File: src/rtl/usbfb_pkg.sv
package usbfb_pkg;

    typedef enum logic [1:0] {
        RX_IDLE   = 2'd0,
        RX_SEND   = 2'd1,
        RX_RELOAD = 2'd2,
        RX_EMPTY  = 2'd3
    } rx_state_e;

    typedef enum logic [2:0] {
        TX_IDLE   = 3'd0,
        TX_FETCH  = 3'd1,
        TX_LOAD   = 3'd2,
        TX_STROBE = 3'd3,
        TX_SETTLE = 3'd4
    } tx_state_e;

    function automatic int larger_of(input int a, input int b);
        return (a > b) ? a : b;
    endfunction

endpackage

File: src/rtl/usbfb_sync.sv
module usbfb_sync #(
    parameter int             W       = 2,
    parameter logic [W-1:0]   RST_VAL = '1
) (
    input  logic         clk,
    input  logic         rst_n,
    input  logic [W-1:0] async_i,
    output logic [W-1:0] sync_o
);
    logic [W-1:0] meta_q, meta_d;
    logic [W-1:0] sync_q, sync_d;

    always_comb begin
        meta_d = async_i;
        sync_d = meta_q;
    end

    always_ff @(posedge clk or negedge rst_n) begin
        if (!rst_n) begin
            meta_q <= RST_VAL;
            sync_q <= RST_VAL;
        end else begin
            meta_q <= meta_d;
            sync_q <= sync_d;
        end
    end

    assign sync_o = sync_q;
endmodule

File: src/rtl/usbfb_rx_ctrl.sv
module usbfb_rx_ctrl
    import usbfb_pkg::*;
#(
    parameter int DATA_W       = 8,
    parameter int STROBE_CLKS  = 3,
    parameter int RECOVER_CLKS = 2
) (
    input  logic              clk,
    input  logic              rst_n,
    input  logic              go,
    input  logic              rxf_act,
    input  logic              loc_full,
    input  logic [DATA_W-1:0] dev_din,
    output logic              want,
    output logic              idle,
    output logic              rd_n,
    output logic              push,
    output logic [DATA_W-1:0] push_data
);
    localparam int              CNT_MAX = larger_of(STROBE_CLKS, RECOVER_CLKS);
    localparam int              CW      = $clog2(CNT_MAX + 1);
    localparam logic [CW-1:0]   STB_LD  = CW'(STROBE_CLKS - 1);
    localparam logic [CW-1:0]   REC_LD  = CW'(RECOVER_CLKS - 1);

    typedef struct packed {
        rx_state_e         st;
        logic [CW-1:0]     cnt;
        logic              seen;
        logic              rd_n;
        logic              push;
        logic [DATA_W-1:0] data;
    } rx_reg_t;

    rx_reg_t q, d;

    always_comb begin
        d      = q;
        d.push = 1'b0;
        unique case (q.st)
            RX_IDLE: begin
                if (go) begin
                    d.st   = RX_SEND;
                    d.rd_n = 1'b0;
                    d.cnt  = STB_LD;
                end
            end
            RX_SEND: begin
                if (q.cnt == '0) begin
                    d.st   = RX_RELOAD;
                    d.rd_n = 1'b1;
                    d.push = 1'b1;
                    d.data = dev_din;
                    d.cnt  = REC_LD;
                    d.seen = 1'b0;
                end else begin
                    d.cnt = q.cnt - 1'b1;
                end
            end
            RX_RELOAD: begin
                if (!rxf_act) d.seen = 1'b1;
                if (q.cnt == '0) d.st  = RX_EMPTY;
                else             d.cnt = q.cnt - 1'b1;
            end
            RX_EMPTY: begin
                if (!rxf_act || q.seen) d.st = RX_IDLE;
            end
            default: d.st = RX_IDLE;
        endcase
    end

    always_ff @(posedge clk or negedge rst_n) begin
        if (!rst_n) begin
            q <= '{st: RX_IDLE, cnt: '0, seen: 1'b0, rd_n: 1'b1,
                   push: 1'b0, data: '0};
        end else begin
            q <= d;
        end
    end

    assign idle      = (q.st == RX_IDLE);
    assign want      = idle && rxf_act && !loc_full;
    assign rd_n      = q.rd_n;
    assign push      = q.push;
    assign push_data = q.data;

    // strobe-width monitor for the checks below
    int unsigned lo_cnt_q;
    always_ff @(posedge clk or negedge rst_n) begin
        if (!rst_n)        lo_cnt_q <= 0;
        else if (!q.rd_n)  lo_cnt_q <= lo_cnt_q + 1;
        else               lo_cnt_q <= 0;
    end


    rd_start_cond_chk: assert property (@(posedge clk) disable iff (!rst_n)
        $fell(q.rd_n) |-> ($past(rxf_act) && !$past(loc_full)));


    rd_width_chk: assert property (@(posedge clk) disable iff (!rst_n)
        $rose(q.rd_n) |-> (lo_cnt_q == STROBE_CLKS));


    push_after_rd_chk: assert property (@(posedge clk) disable iff (!rst_n)
        q.push |-> (q.rd_n && !$past(q.rd_n)));
endmodule

File: src/rtl/usbfb_tx_ctrl.sv
module usbfb_tx_ctrl
    import usbfb_pkg::*;
#(
    parameter int DATA_W       = 8,
    parameter int STROBE_CLKS  = 3,
    parameter int RECOVER_CLKS = 2
) (
    input  logic              clk,
    input  logic              rst_n,
    input  logic              go,
    input  logic              txe_act,
    input  logic              loc_empty,
    input  logic [DATA_W-1:0] loc_data,
    output logic              want,
    output logic              idle,
    output logic              pop,
    output logic              wr_n,
    output logic              oe,
    output logic [DATA_W-1:0] dout
);
    localparam int              CNT_MAX = larger_of(STROBE_CLKS, RECOVER_CLKS);
    localparam int              CW      = $clog2(CNT_MAX + 1);
    localparam logic [CW-1:0]   STB_LD  = CW'(STROBE_CLKS - 1);
    localparam logic [CW-1:0]   REC_LD  = CW'(RECOVER_CLKS - 1);

    typedef struct packed {
        tx_state_e         st;
        logic [CW-1:0]     cnt;
        logic              seen;
        logic              pop;
        logic              wr_n;
        logic              oe;
        logic [DATA_W-1:0] data;
    } tx_reg_t;

    tx_reg_t q, d;

    always_comb begin
        d     = q;
        d.pop = 1'b0;
        unique case (q.st)
            TX_IDLE: begin
                if (go) begin
                    d.st  = TX_FETCH;
                    d.pop = 1'b1;
                end
            end
            TX_FETCH: d.st = TX_LOAD;
            TX_LOAD: begin
                d.data = loc_data;
                d.st   = TX_STROBE;
                d.wr_n = 1'b0;
                d.oe   = 1'b1;
                d.cnt  = STB_LD;
            end
            TX_STROBE: begin
                if (q.cnt == '0) begin
                    d.st   = TX_SETTLE;
                    d.wr_n = 1'b1;
                    d.oe   = 1'b0;
                    d.cnt  = REC_LD;
                    d.seen = 1'b0;
                end else begin
                    d.cnt = q.cnt - 1'b1;
                end
            end
            TX_SETTLE: begin
                if (!txe_act) d.seen = 1'b1;
                if (q.cnt != '0)                 d.cnt = q.cnt - 1'b1;
                else if (!txe_act || q.seen)     d.st  = TX_IDLE;
            end
            default: d.st = TX_IDLE;
        endcase
    end

    always_ff @(posedge clk or negedge rst_n) begin
        if (!rst_n) begin
            q <= '{st: TX_IDLE, cnt: '0, seen: 1'b0, pop: 1'b0,
                   wr_n: 1'b1, oe: 1'b0, data: '0};
        end else begin
            q <= d;
        end
    end

    assign idle = (q.st == TX_IDLE);
    assign want = idle && txe_act && !loc_empty;
    assign pop  = q.pop;
    assign wr_n = q.wr_n;
    assign oe   = q.oe;
    assign dout = q.data;

    int unsigned lo_cnt_q;
    always_ff @(posedge clk or negedge rst_n) begin
        if (!rst_n)        lo_cnt_q <= 0;
        else if (!q.wr_n)  lo_cnt_q <= lo_cnt_q + 1;
        else               lo_cnt_q <= 0;
    end


    pop_before_wr_chk: assert property (@(posedge clk) disable iff (!rst_n)
        $fell(q.wr_n) |-> $past(q.pop, 2));


    wr_width_chk: assert property (@(posedge clk) disable iff (!rst_n)
        $rose(q.wr_n) |-> (lo_cnt_q == STROBE_CLKS));


    drive_window_chk: assert property (@(posedge clk) disable iff (!rst_n)
        q.oe == !q.wr_n);


    data_hold_chk: assert property (@(posedge clk) disable iff (!rst_n)
        (!q.wr_n && !$fell(q.wr_n)) |-> $stable(q.data));
endmodule

File: src/rtl/usb_fifo_bridge.sv
module usb_fifo_bridge
    import usbfb_pkg::*;
#(
    parameter int DATA_W       = 8,
    parameter int STROBE_CLKS  = 3,
    parameter int RECOVER_CLKS = 2
) (
    input  logic              clk,
    input  logic              rst_n,
    input  logic              usb_rxf_n,
    input  logic              usb_txe_n,
    input  logic [DATA_W-1:0] usb_data_in,
    output logic              usb_rd_n,
    output logic              usb_wr_n,
    output logic [DATA_W-1:0] usb_data_out,
    output logic              usb_data_oe,
    input  logic              rx_full,
    output logic              rx_push,
    output logic [DATA_W-1:0] rx_push_data,
    input  logic              tx_empty,
    input  logic [DATA_W-1:0] tx_pop_data,
    output logic              tx_pop
);
    localparam int FLAG_W = 2;

    logic [FLAG_W-1:0] flags_s;
    logic rxf_act, txe_act;
    logic rx_want, rx_idle, rx_go;
    logic tx_want, tx_idle, tx_go;
    logic last_tx_q, last_tx_d;

    usbfb_sync #(.W(FLAG_W), .RST_VAL('1)) u_flag_sync (
        .clk     (clk),
        .rst_n   (rst_n),
        .async_i ({usb_txe_n, usb_rxf_n}),
        .sync_o  (flags_s)
    );

    assign rxf_act = !flags_s[0];
    assign txe_act = !flags_s[1];

    // one side starts only while the other rests; ties go to the side not served last
    always_comb begin
        rx_go     = rx_want && tx_idle && (!tx_want ||  last_tx_q);
        tx_go     = tx_want && rx_idle && (!rx_want || !last_tx_q);
        last_tx_d = last_tx_q;
        if (tx_go)      last_tx_d = 1'b1;
        else if (rx_go) last_tx_d = 1'b0;
    end

    always_ff @(posedge clk or negedge rst_n) begin
        if (!rst_n) last_tx_q <= 1'b0;
        else        last_tx_q <= last_tx_d;
    end

    usbfb_rx_ctrl #(
        .DATA_W(DATA_W), .STROBE_CLKS(STROBE_CLKS), .RECOVER_CLKS(RECOVER_CLKS)
    ) u_rx (
        .clk       (clk),
        .rst_n     (rst_n),
        .go        (rx_go),
        .rxf_act   (rxf_act),
        .loc_full  (rx_full),
        .dev_din   (usb_data_in),
        .want      (rx_want),
        .idle      (rx_idle),
        .rd_n      (usb_rd_n),
        .push      (rx_push),
        .push_data (rx_push_data)
    );

    usbfb_tx_ctrl #(
        .DATA_W(DATA_W), .STROBE_CLKS(STROBE_CLKS), .RECOVER_CLKS(RECOVER_CLKS)
    ) u_tx (
        .clk       (clk),
        .rst_n     (rst_n),
        .go        (tx_go),
        .txe_act   (txe_act),
        .loc_empty (tx_empty),
        .loc_data  (tx_pop_data),
        .want      (tx_want),
        .idle      (tx_idle),
        .pop       (tx_pop),
        .wr_n      (usb_wr_n),
        .oe        (usb_data_oe),
        .dout      (usb_data_out)
    );


    strobe_excl_chk: assert property (@(posedge clk) disable iff (!rst_n)
        !(!usb_rd_n && !usb_wr_n));


    bus_vs_read_chk: assert property (@(posedge clk) disable iff (!rst_n)
        usb_data_oe |-> usb_rd_n);


    rxf_sync_delay_chk: assert property (@(posedge clk) disable iff (!rst_n)
        $fell(usb_rd_n) |-> (!$past(usb_rxf_n) && !$past(usb_rxf_n, 2)));
endmodule

File: config.mk
export PLATFORM = sky130hd
export DESIGN_NAME = usb_fifo_bridge
export DESIGN_NICKNAME = d
export VERILOG_FILES = /design/src/rtl/usbfb_pkg.sv /design/src/rtl/usbfb_sync.sv /design/src/rtl/usbfb_rx_ctrl.sv /design/src/rtl/usbfb_tx_ctrl.sv /design/src/rtl/usb_fifo_bridge.sv
export SDC_FILE = /design/constraint.sdc
export NUM_CORES = 1
export LEC_CHECK = 0
export BUFFER_PORTS_ARGS = -buffer_cell sky130_fd_sc_hd__buf_2
export CAP_MARGIN = 20
export CORE_MARGIN = 2
export CORE_UTILIZATION = 55
export DETAILED_ROUTE_END_ITERATION = 16
export MAX_ROUTING_LAYER = met4
export PLACE_DENSITY = 0.91
export SETUP_SLACK_MARGIN = 0.5
export SYNTH_ARGS = -nofsm -noshare
export SYNTH_HDL_FRONTEND = slang
export SYNTH_SLANG_ARGS = --single-unit
File: constraint.sdc
create_clock -name clk -period 3.69 [get_ports clk]
set_input_delay 0.369 -clock clk [delete_from_list [all_inputs] [get_ports clk]]
set_output_delay 0.369 -clock clk [all_outputs]
set_load 0.05 [all_outputs]
-- Word-level counts from Yosys, hierarchy flattened
Index checks and enable logic that the tools add are counted.
- output and inout port bits: 21
- logic and storage cells: 107
- register bits: 37
- bits of input ports: 22
- equality and inequality tests: 19
- add/sub/neg operators: 2
- reduce and logical (&&, ||, !) cells: 40
- mux-type cells: 30
- operators by type and width (kind ; number):
    $mux 2 ; 8
    $ne 2x1->1 const B ; 8
    $pmux 3 s5 ; 1
    $mux 3 ; 4
    $pmux 2 s3 ; 2
    $reduce_and 3->1 ; 4
    $reduce_bool 2->1 ; 6
    $mux 11 ; 1
    $mux 9 ; 1
    $logic_and 1x1->1 ; 8
    $ne 2x2->1 const B ; 4
    $pmux 2 s4 ; 1
    $reduce_and 4->1 ; 2
    $logic_not 1->1 ; 7
    $mux 1 ; 7
    $eq 3x2->1 const B ; 2
    $logic_not 2->1 ; 3
    $pmux 1 s2 ; 3
    $reduce_and 2->1 ; 3
    $reduce_bool 3->1 ; 2
    $eq 2x2->1 const B ; 2
    $logic_or 1x1->1 ; 4
    $mux 4 ; 1
    $pmux 2 s2 ; 1
    other kinds (5) ; 6

-- Longest topological paths before layout
Gate-level depths: netlist of the first run.
- depth in word-level cells: 8
- gate-level depth with buffers: 6
- gate-level depth less buffers: 6

-- Cells and area by module
Synthesis of the first run repeated with hierarchy kept, for this count alone.
- cell total of the unflattened synthesis: 166
- area, all modules: 1914.3 um^2
- modules (own cells, without submodules) (module ; times used ; area an instance (um^2) ; seq. area each (um^2) ; cells each):
    usbfb_tx_ctrl ; 1 ; 875.8 ; 426.7 ; 76
    usbfb_rx_ctrl ; 1 ; 864.6 ; 376.6 ; 76
    usbfb_sync ; 1 ; 105.1 ; 105.1 ; 4
    usb_fifo_bridge ; 1 ; 68.8 ; 25.0 ; 10

-- Worst setup path before layout of the first run
Ideal clock, no wire load.
- path type: register to register
- start point: register u_rx.q[13] (netlist name)
- end point: register u_rx.q (netlist bit u_rx.rd_n)
- data required time: 3.613 ns
- cell stages (with the launch flop): 7
- slack: 1.733 ns
- period minus slack after synthesis: 1.957 ns
- path buffers: 0
- arrival time: 1.880 ns
- setup time: 0.077 ns
- path through: dfrtp_1 -> inv_1 -> ha_1 -> or4b_4 -> or4_1 -> a21oi_1 -> nor2_1
- word-level cells in the longest chain between the ends: 7
- elaborated cells between the ends (all ways): 11
- those cells by class: eq/ne: 3; mux: 1; reduce/logical: 7
- ends and longest elaborated chain (what ; line ; text):
    start, declared ; usbfb_rx_ctrl.sv:34 ; rx_reg_t q, d;
    start signal, assigned ; usbfb_rx_ctrl.sv:73 ; q <= '{st: RX_IDLE, cnt: '0, seen: 1'b0, rd_n: 1'b1,
    $logic_not 2->1 ; usbfb_rx_ctrl.sv:39, usbfb_rx_ctrl.sv:80 ;
    $logic_and 1x1->1 (2 in series) ; usbfb_rx_ctrl.sv:81 ; assign want = idle && rxf_act && !loc_full;
    $logic_and 1x1->1 (2 in series) ; usb_fifo_bridge.sv:44 ; rx_go = rx_want && tx_idle && (!tx_want || last_tx_q);
    $ne 2x1->1 (no line) ; n/a ;
    $reduce_and 3->1 (no line) ; n/a ;
Parallel ways exist; a longest one is shown, timed or not.
A chain may end at the register's enable or synchronous reset.

-- Worst setup path in the final report of the first run
Same ends and word-level chain as after synthesis.

==> results of run 1 <==
-- cell families (layout without fill, tap and decap cells) --
kind of cell	Yosys count	after routing	share of synthesized area
compound gates	28	28	0.111
fa+ha+maj	9	9	0.0619
buf+inv	28	58	0.0949
flops	37	37	0.513
mux	19	19	0.116
simple gates	36	36	0.102
-- flip-flops by register name, summed over array words and instances (netlist names), 2 cells and up --
register / count
u_flag_sync.meta_q: 2
u_flag_sync.sync_o: 2
u_rx.push_data: 8
u_rx.q: 5
u_tx.dout: 8
u_tx.q: 6
-- critical path, stage by stage, from the launching register on --
cell and delay (ns):
dfrtp_1 0.42, inv_1 0.13, ha_1 0.30, or4b_4 0.52, or4_1 0.49, a21oi_1 0.15
nor2_1 0.06
-- Yosys cell counts, drive strengths merged --
library cell,number
dfrtp,31
buf,17
mux2,17
nor2,14
a21oi,10
ha,9
inv,8
nand2,8
dfstp,6
o21ai,6
clkbuf,3
mux2i,2
nand2b,2
nand3,2
nor3,2
o211ai,2
o31ai,2
or4,2
a21o,1
a22o,1
a2bb2oi,1
a311o,1
a41o,1
nand3b,1
nor2b,1
nor3b,1
o211a,1
o22ai,1
o41ai,1
or2,1
or2b,1
or4b,1
-- layer usage --
layer | up-vias | GRT usage | wire length (µm)
li1 | 590 | - | -
met1 | 564 | 0.253 | 1410
met2 | 41 | 0.281 | 1480
met3 | 2 | 0.0693 | 142
met4 | 0 | 0.0790 | 21
met5 | - | - | 0
-- cell type report --
class / count / area [µm²] / share of cell area
Clock inverter: 1 / 8.76 / 0.00435
Inverter: 8 / 30.0 / 0.0149
Clock buffer: 7 / 65.1 / 0.0323
Sequential cell: 37 / 933 / 0.463
Timing Repair Buffer: 42 / 210 / 0.104
Tap cell: 44 / 55.1 / 0.0273
Multi-Input combinational cell: 92 / 713 / 0.354
-- stage by stage --
step / hold slack (ns) / instance area (µm²) / utilization / instances
floorplan: 0.0734 / 1820 / - / 157
global placement: 0.346 / 1940 / 0.626 / 223
detailed placement: 0.348 / 1940 / 0.626 / 223
CTS: 0.104 / 2020 / 0.650 / 231
global route: 0.0775 / 2020 / 0.650 / 231
finish: 0.0781 / 2020 / 0.650 / 231
-- final timing paths --
check | depth (start not counted) | startpoint | endpoint
max in group asynchronous | 1 | rst_n | u_tx.dout[7]$_DFFE_PN0P_
max reg2reg | 6 | u_rx.q[13]$_DFFE_PN0P_ | u_rx.rd_n$_DFFE_PN1P_
max | 6 | u_rx.q[13]$_DFFE_PN0P_ | u_rx.rd_n$_DFFE_PN1P_
min reg2reg | 0 | u_flag_sync.meta_q[1]$_DFF_PN1_ | u_flag_sync.sync_o[1]$_DFF_PN1_
min | 1 | rst_n | u_rx.q[12]$_DFFE_PN0P_
min in group clk | 1 | usb_txe_n | u_flag_sync.meta_q[1]$_DFF_PN1_
==> metrics.md, run 1 <==
| Metric | Value |
|---|---|
| Vias in the first global route | `1,155` |
| Final WS setup | `1.58 ns` |
| Final TNS setup | `0 ns` |
| CTS tree | `built` |
| Main area contributors after synthesis | `dfrtp_1 43%, mux2_2 9.9%, dfstp_2 8.7%, buf_4 6.6%, ha_1 6.2%` |
| Port bufs | `42` |
| Clk sinks | `37` |
| Dpl hpwl | `about 2.3 mm` |
| Synth cell types | `37` |
| Yosys reg bits | `37` |
| DRT antenna net count | `0` |
| Nets | `217` |
| Dpl ws | `1.60 ns` |
| Reg clk slew, reported paths | `0.12 ns` |
| Commonest non-fill, non-tap cell in the layout | `buf_2` |
| Area grow syn2layout | `10.8%` |
| Final worst path period share | `0.570` |
| Syn avg cell area | `11.6 µm²` |
| CP required | `3.98 ns` |
| Diodes inserted | `0` |
| Max-slew violations | `0` |
| Initial antenna violation count | `0` |
| Io pins | `43` |
| Chip width | `61.5 µm` |
| H-tree depth | `2` |
| Postcts setup bufs | `0` |
| Largest net degree at the start of global routing | `38` |
| Final setup vio count | `0` |
| Pre-antenna DRT Iters | `6` |
| Share of cells above drive strength 1 | `0.428` |
| Die area | `3780 µm²` |
| HP Class | `primary input to asynchronous set/reset pin` |
| Initial core utilization | `0.586` |
| Commonest non-fill, non-tap cells in the layout | `42 x buf_2, 31 x dfrtp_1, 16 x mux2_2, 13 x nor2_1, 10 x a21oi_1` |
| Mapped cell area | `about 1800 µm²` |
| FILL cells | `260` |
| PostCTS Resize Cnt | `0` |
| Rows | `20` |
| Worst EP arrival | `2.39 ns` |
| Final count of hold timing violations | `0` |
| Routed length per placed instance | `13.2 µm` |
| Wirelength, routed | `3.05 mm` |
| RSZ-0062 raised after global routing | `false` |
| Cts hold-fix bufs | `0` |
| Root Buffer | `clkbuf_4` |
| Mapped Cells | `157` |
| Total grt overflow | `0` |
| DR iter-0 viols | `38` |
| Worst relative slew slack | `0.494` |
| Worst Clk Skew | `0.00874 ns` |
| Total Routing Usage GR | `0.196` |
| Sequential fraction of the synthesis area | `0.513` |
| Status | `finished clean` |
| Core area | `3100 µm²` |
| Max Clk Rate | `475 MHz` |
| Via density | `around 5.2` |
| Yosys top cell area share | `0.426` |
| Syn Nets | `188` |
| Crit path kind | `flip-flop to flip-flop` |
| Worst-Skew Late Latency | `around 0.34 ns` |
| Critical Path Start Type | `flip-flop` |
| Max_cap viols | `0` |
| DR DRC count | `0` |
| Gpl congestion | `0.852` |
| Global-route wire length before repair | `5.06 mm` |
| Vias | `1,197` |
| Most area-hungry cell type in the Yosys netlist | `dfrtp_1` |
| YS warnings | `0` |
| R2R setup slack | `1.58 ns` |
| Crit-path max FO | `5` |
| Clock Path Buffers | `2` |
| CP Capture Type | `flip-flop` |
| Minimum clock period | `2.11 ns` |
| Die Y | `61.5 µm` |
| Tightest Pin Transition | `0.759 ns` |
| Inserted Clock Buffers | `5` |
Power of run 1 is not shown: default switching activity piles up to over one toggle a cycle in this logic, so the estimate is an artifact.
==> run 2, diff against run 1 <==
Settings changed: ABC_AREA from default to 1, CORE_UTILIZATION 55 to 53, PLACE_DENSITY 0.91 to 0.89.
Clock period 3.69 ns to 2.1 ns, I/O delays scaled along.
==> run 2 against run 1 <==
Critical endpoint is now u_rx.q[11]$_DFFE_PN0P_. Non-clock buffer count grew 3. Die area grew 6.7%. Clock skew grew 0.0038 ns. Fmax grew 38%. Flip-flop and latch count is the same. Count of clock-buffer cells in the layout shrank 1. Critical path depth grew 2. Synthesized area grew 3.3%. Highest routed layer unchanged. Largest cell class unchanged. Global-route usage shrank 1.0 points. Register-to-register slack lost 1.0 ns.
==> metrics.md, run 2 <==
| Metric | Value |
|---|---|
| Status | `finished clean` |
| Final count of hold timing violations | `0` |
| P per Cell Area | `1770 nW/µm²` |
| H-tree depth | `2` |
| Reg clk slew, reported paths | `0.11 ns` |
| Most area-hungry cell type in the Yosys netlist | `dfrtp_1` |
| Port bufs | `between 40 and 50` |
| Count leader, synth | `nand2_1` |
| Nets | `roughly 280` |
| Vias in the first global route | `1,373` |
| Clock Path Buffers | `2` |
| Critical Path Start Type | `flip-flop` |
| Sequential fraction of the synthesis area | `0.497` |
| Main area contributors after synthesis | `dfrtp_1 41%, nand2_1 17%, dfstp_2 8.4%, buf_4 6.8%, ha_1 6.0%` |
| Chip width | `about 64 µm` |
| Share of cells above drive strength 1 | `0.319` |
| Final cell count without fillers | `300` |
| Max-slew violations | `0` |
| Global-route wire length before repair | `5.62 mm` |
| Initial antenna violation count | `0` |
| Synth Flop Type | `dfrtp_1` |
| Crit path from | `u_rx.q[13]$_DFFE_PN0P_` |
| Rows | `21` |
| DR DRC count | `0` |
| Max_cap viols | `0` |
| Crit-path max FO | `5` |
| Worst EP arrival | `1.78 ns` |
| Syn avg cell area | `8.58 µm²` |
| CTS tree | `built` |
| Final TNS setup | `0 ns` |
| Post-synth EDFFs | `0` |
| Dpl ws | `0.489 ns` |
| Worst Clk Skew | `0.0126 ns` |
| Worst VDD drop | `0.997 mV` |
| Worst hold path startpoint | `usb_data_in[1]` |
| Final WS setup | `0.574 ns` |
| Commonest non-fill, non-tap cell in the layout | `nand2_1` |
| Die Y | `roughly 64 µm` |
| RSZ-0062 raised after global routing | `true` |
| DRT antenna net count | `0` |
| Initial core utilization | `0.559` |
| Gpl congestion | `0.818` |
| YS warnings | `0` |
| Inst Count DP | `between 200 and 300` |
| Io pins | `43` |
| Die area | `4040 µm²` |
| Synth cell count leaders | `84 x nand2_1, 31 x dfrtp_1, 18 x inv_1, 17 x buf_4, 9 x ha_1` |
| Mapped Cells | `219` |
| Minimum clock period | `1.53 ns` |
| Worst relative slew slack | `0.490` |
| Clk sinks | `37` |
| Area grow syn2layout | `12.7%` |
| Inserted Clock Buffers | `5` |
| DR iter-0 viols | `57` |
| Commonest non-fill, non-tap cells in the layout | `84 x nand2_1, 42 x buf_2, 31 x dfrtp_1, 17 x inv_1` |
| Yosys top cell area share | `0.413` |
| Dpl hpwl | `approximately 2.4 mm` |
| Syn Nets | `250` |
| Vias | `1,410` |
| Wirelength, routed | `between 3 and 4 mm` |
| Mapped cell area | `1880 µm²` |
| CP required | `around 2.4 ns` |
| Max Clk Rate | `655 MHz` |
| Diodes inserted | `0` |
| Total grt overflow | `0` |
| Synth cell types | `24` |
| Worst-Skew Late Latency | `0.34 ns` |
| Total Routing Usage GR | `0.186` |
| Pre-antenna DRT Iters | `4` |
| Yosys reg bits | `37` |
| Root Buffer | `clkbuf_4` |
| Crit path kind | `flip-flop to flip-flop` |
| Postcts setup bufs | `0` |
| Leak | `1.18 nW` |
| CP Capture Type | `flip-flop` |
| Synth async-reset ratio | `1.00` |
| HP Class | `primary input to flip-flop` |
| Final worst path period share | `0.727` |
| Tightest Pin Transition | `0.766 ns` |
| Core area | `about 3400 µm²` |
| Routed length per placed instance | `10.8 µm` |
| Largest net degree at the start of global routing | `38` |
| Via density | `4.70` |
| Final setup vio count | `0` |
| R2r startpoint | `u_rx.q[13]$_DFFE_PN0P_` |
run 2: repair_timing:
action	4_1_cts	5_1_grt
endpoints found under the setup margin	4	15
hold buffers	3	0
endpoints found under the hold margin	33	0
resized for setup	1	3
run 2: final cells by class:
class                      count  area, µm²
fill                         304       1240
sequential                    37        933
multi-input combinational    141        733
timing repair buffer          45        240
inverter                      23       88.8
tap                           46       57.6
clock buffer                   6       51.3
clock inverter                 2       13.8
run 2: metal layers:
layer / share of wire / vias to the layer above / GRT usage
met4: 0.010 / 0 / 0.0489
met2: 0.49 / 34 / 0.322
met3: 0.048 / 3 / 0.0643
met5: 0 / - / -
met1: 0.46 / 641 / 0.202
li1: - / 732 / -
run 2: cells by family after synthesis:
family | share of synthesized area
compound gates | 0.0406
buf+inv | 0.117
flops | 0.497
simple gates | 0.286
fa+ha+maj | 0.0599
run 2: worst max-delay path: stages, from the launching register on:
cell and delay, ns:
dfrtp_1 0.42, inv_1 0.12, ha_1 0.25, inv_1 0.10, nor2_1 0.16, o21bai_1 0.18
nand2_4 0.10, nand2_2 0.07, o21ai_2 0.05
run 2: path summary, 6_finish.rpt:
kind / end / slack [ns] / cells after the start
setup / recovery: u_rx.q[11]$_DFFE_PN0P_ / 0.57 / 8
hold / removal: u_rx.push_data[1]$_DFFE_PN0P_ / 0.05 / 3
setup reg to reg: u_rx.q[11]$_DFFE_PN0P_ / 0.57 / 8
hold reg to reg: u_flag_sync.sync_o[0]$_DFF_PN1_ / 0.36 / 0
max in group asynchronous: u_rx.push_data[6]$_DFFE_PN0P_ / 1.14 / 2
min in group asynchronous: u_tx.q[16]$_DFFE_PN0P_ / 0.46 / 2
run 2: through the flow:
step / instance area, µm² / util / hold slack, ns / power, W
4_1_cts: 2110 / 0.627 / 0.0352 / 0.00377
6_report: 2120 / 0.630 / 0.0519 / 0.00376
3_3_place_gp: 2010 / 0.599 / 0.315 / 0.00329
2_1_floorplan: 1880 / - / -0.0856 / 0.00314
5_1_grt: 2120 / 0.630 / 0.0397 / 0.00407
3_5_place_dp: 2010 / 0.599 / 0.317 / 0.00336
run 2: report_power, final:
group          switching [W]  total (W)  internal, W
Clock               0.000239   0.000402     0.000163
Sequential          0.000209    0.00124      0.00103
Combinational        0.00151    0.00212     0.000609
Total                0.00196    0.00376      0.00180
No activity file was read; power rests on OpenSTA's default activity.
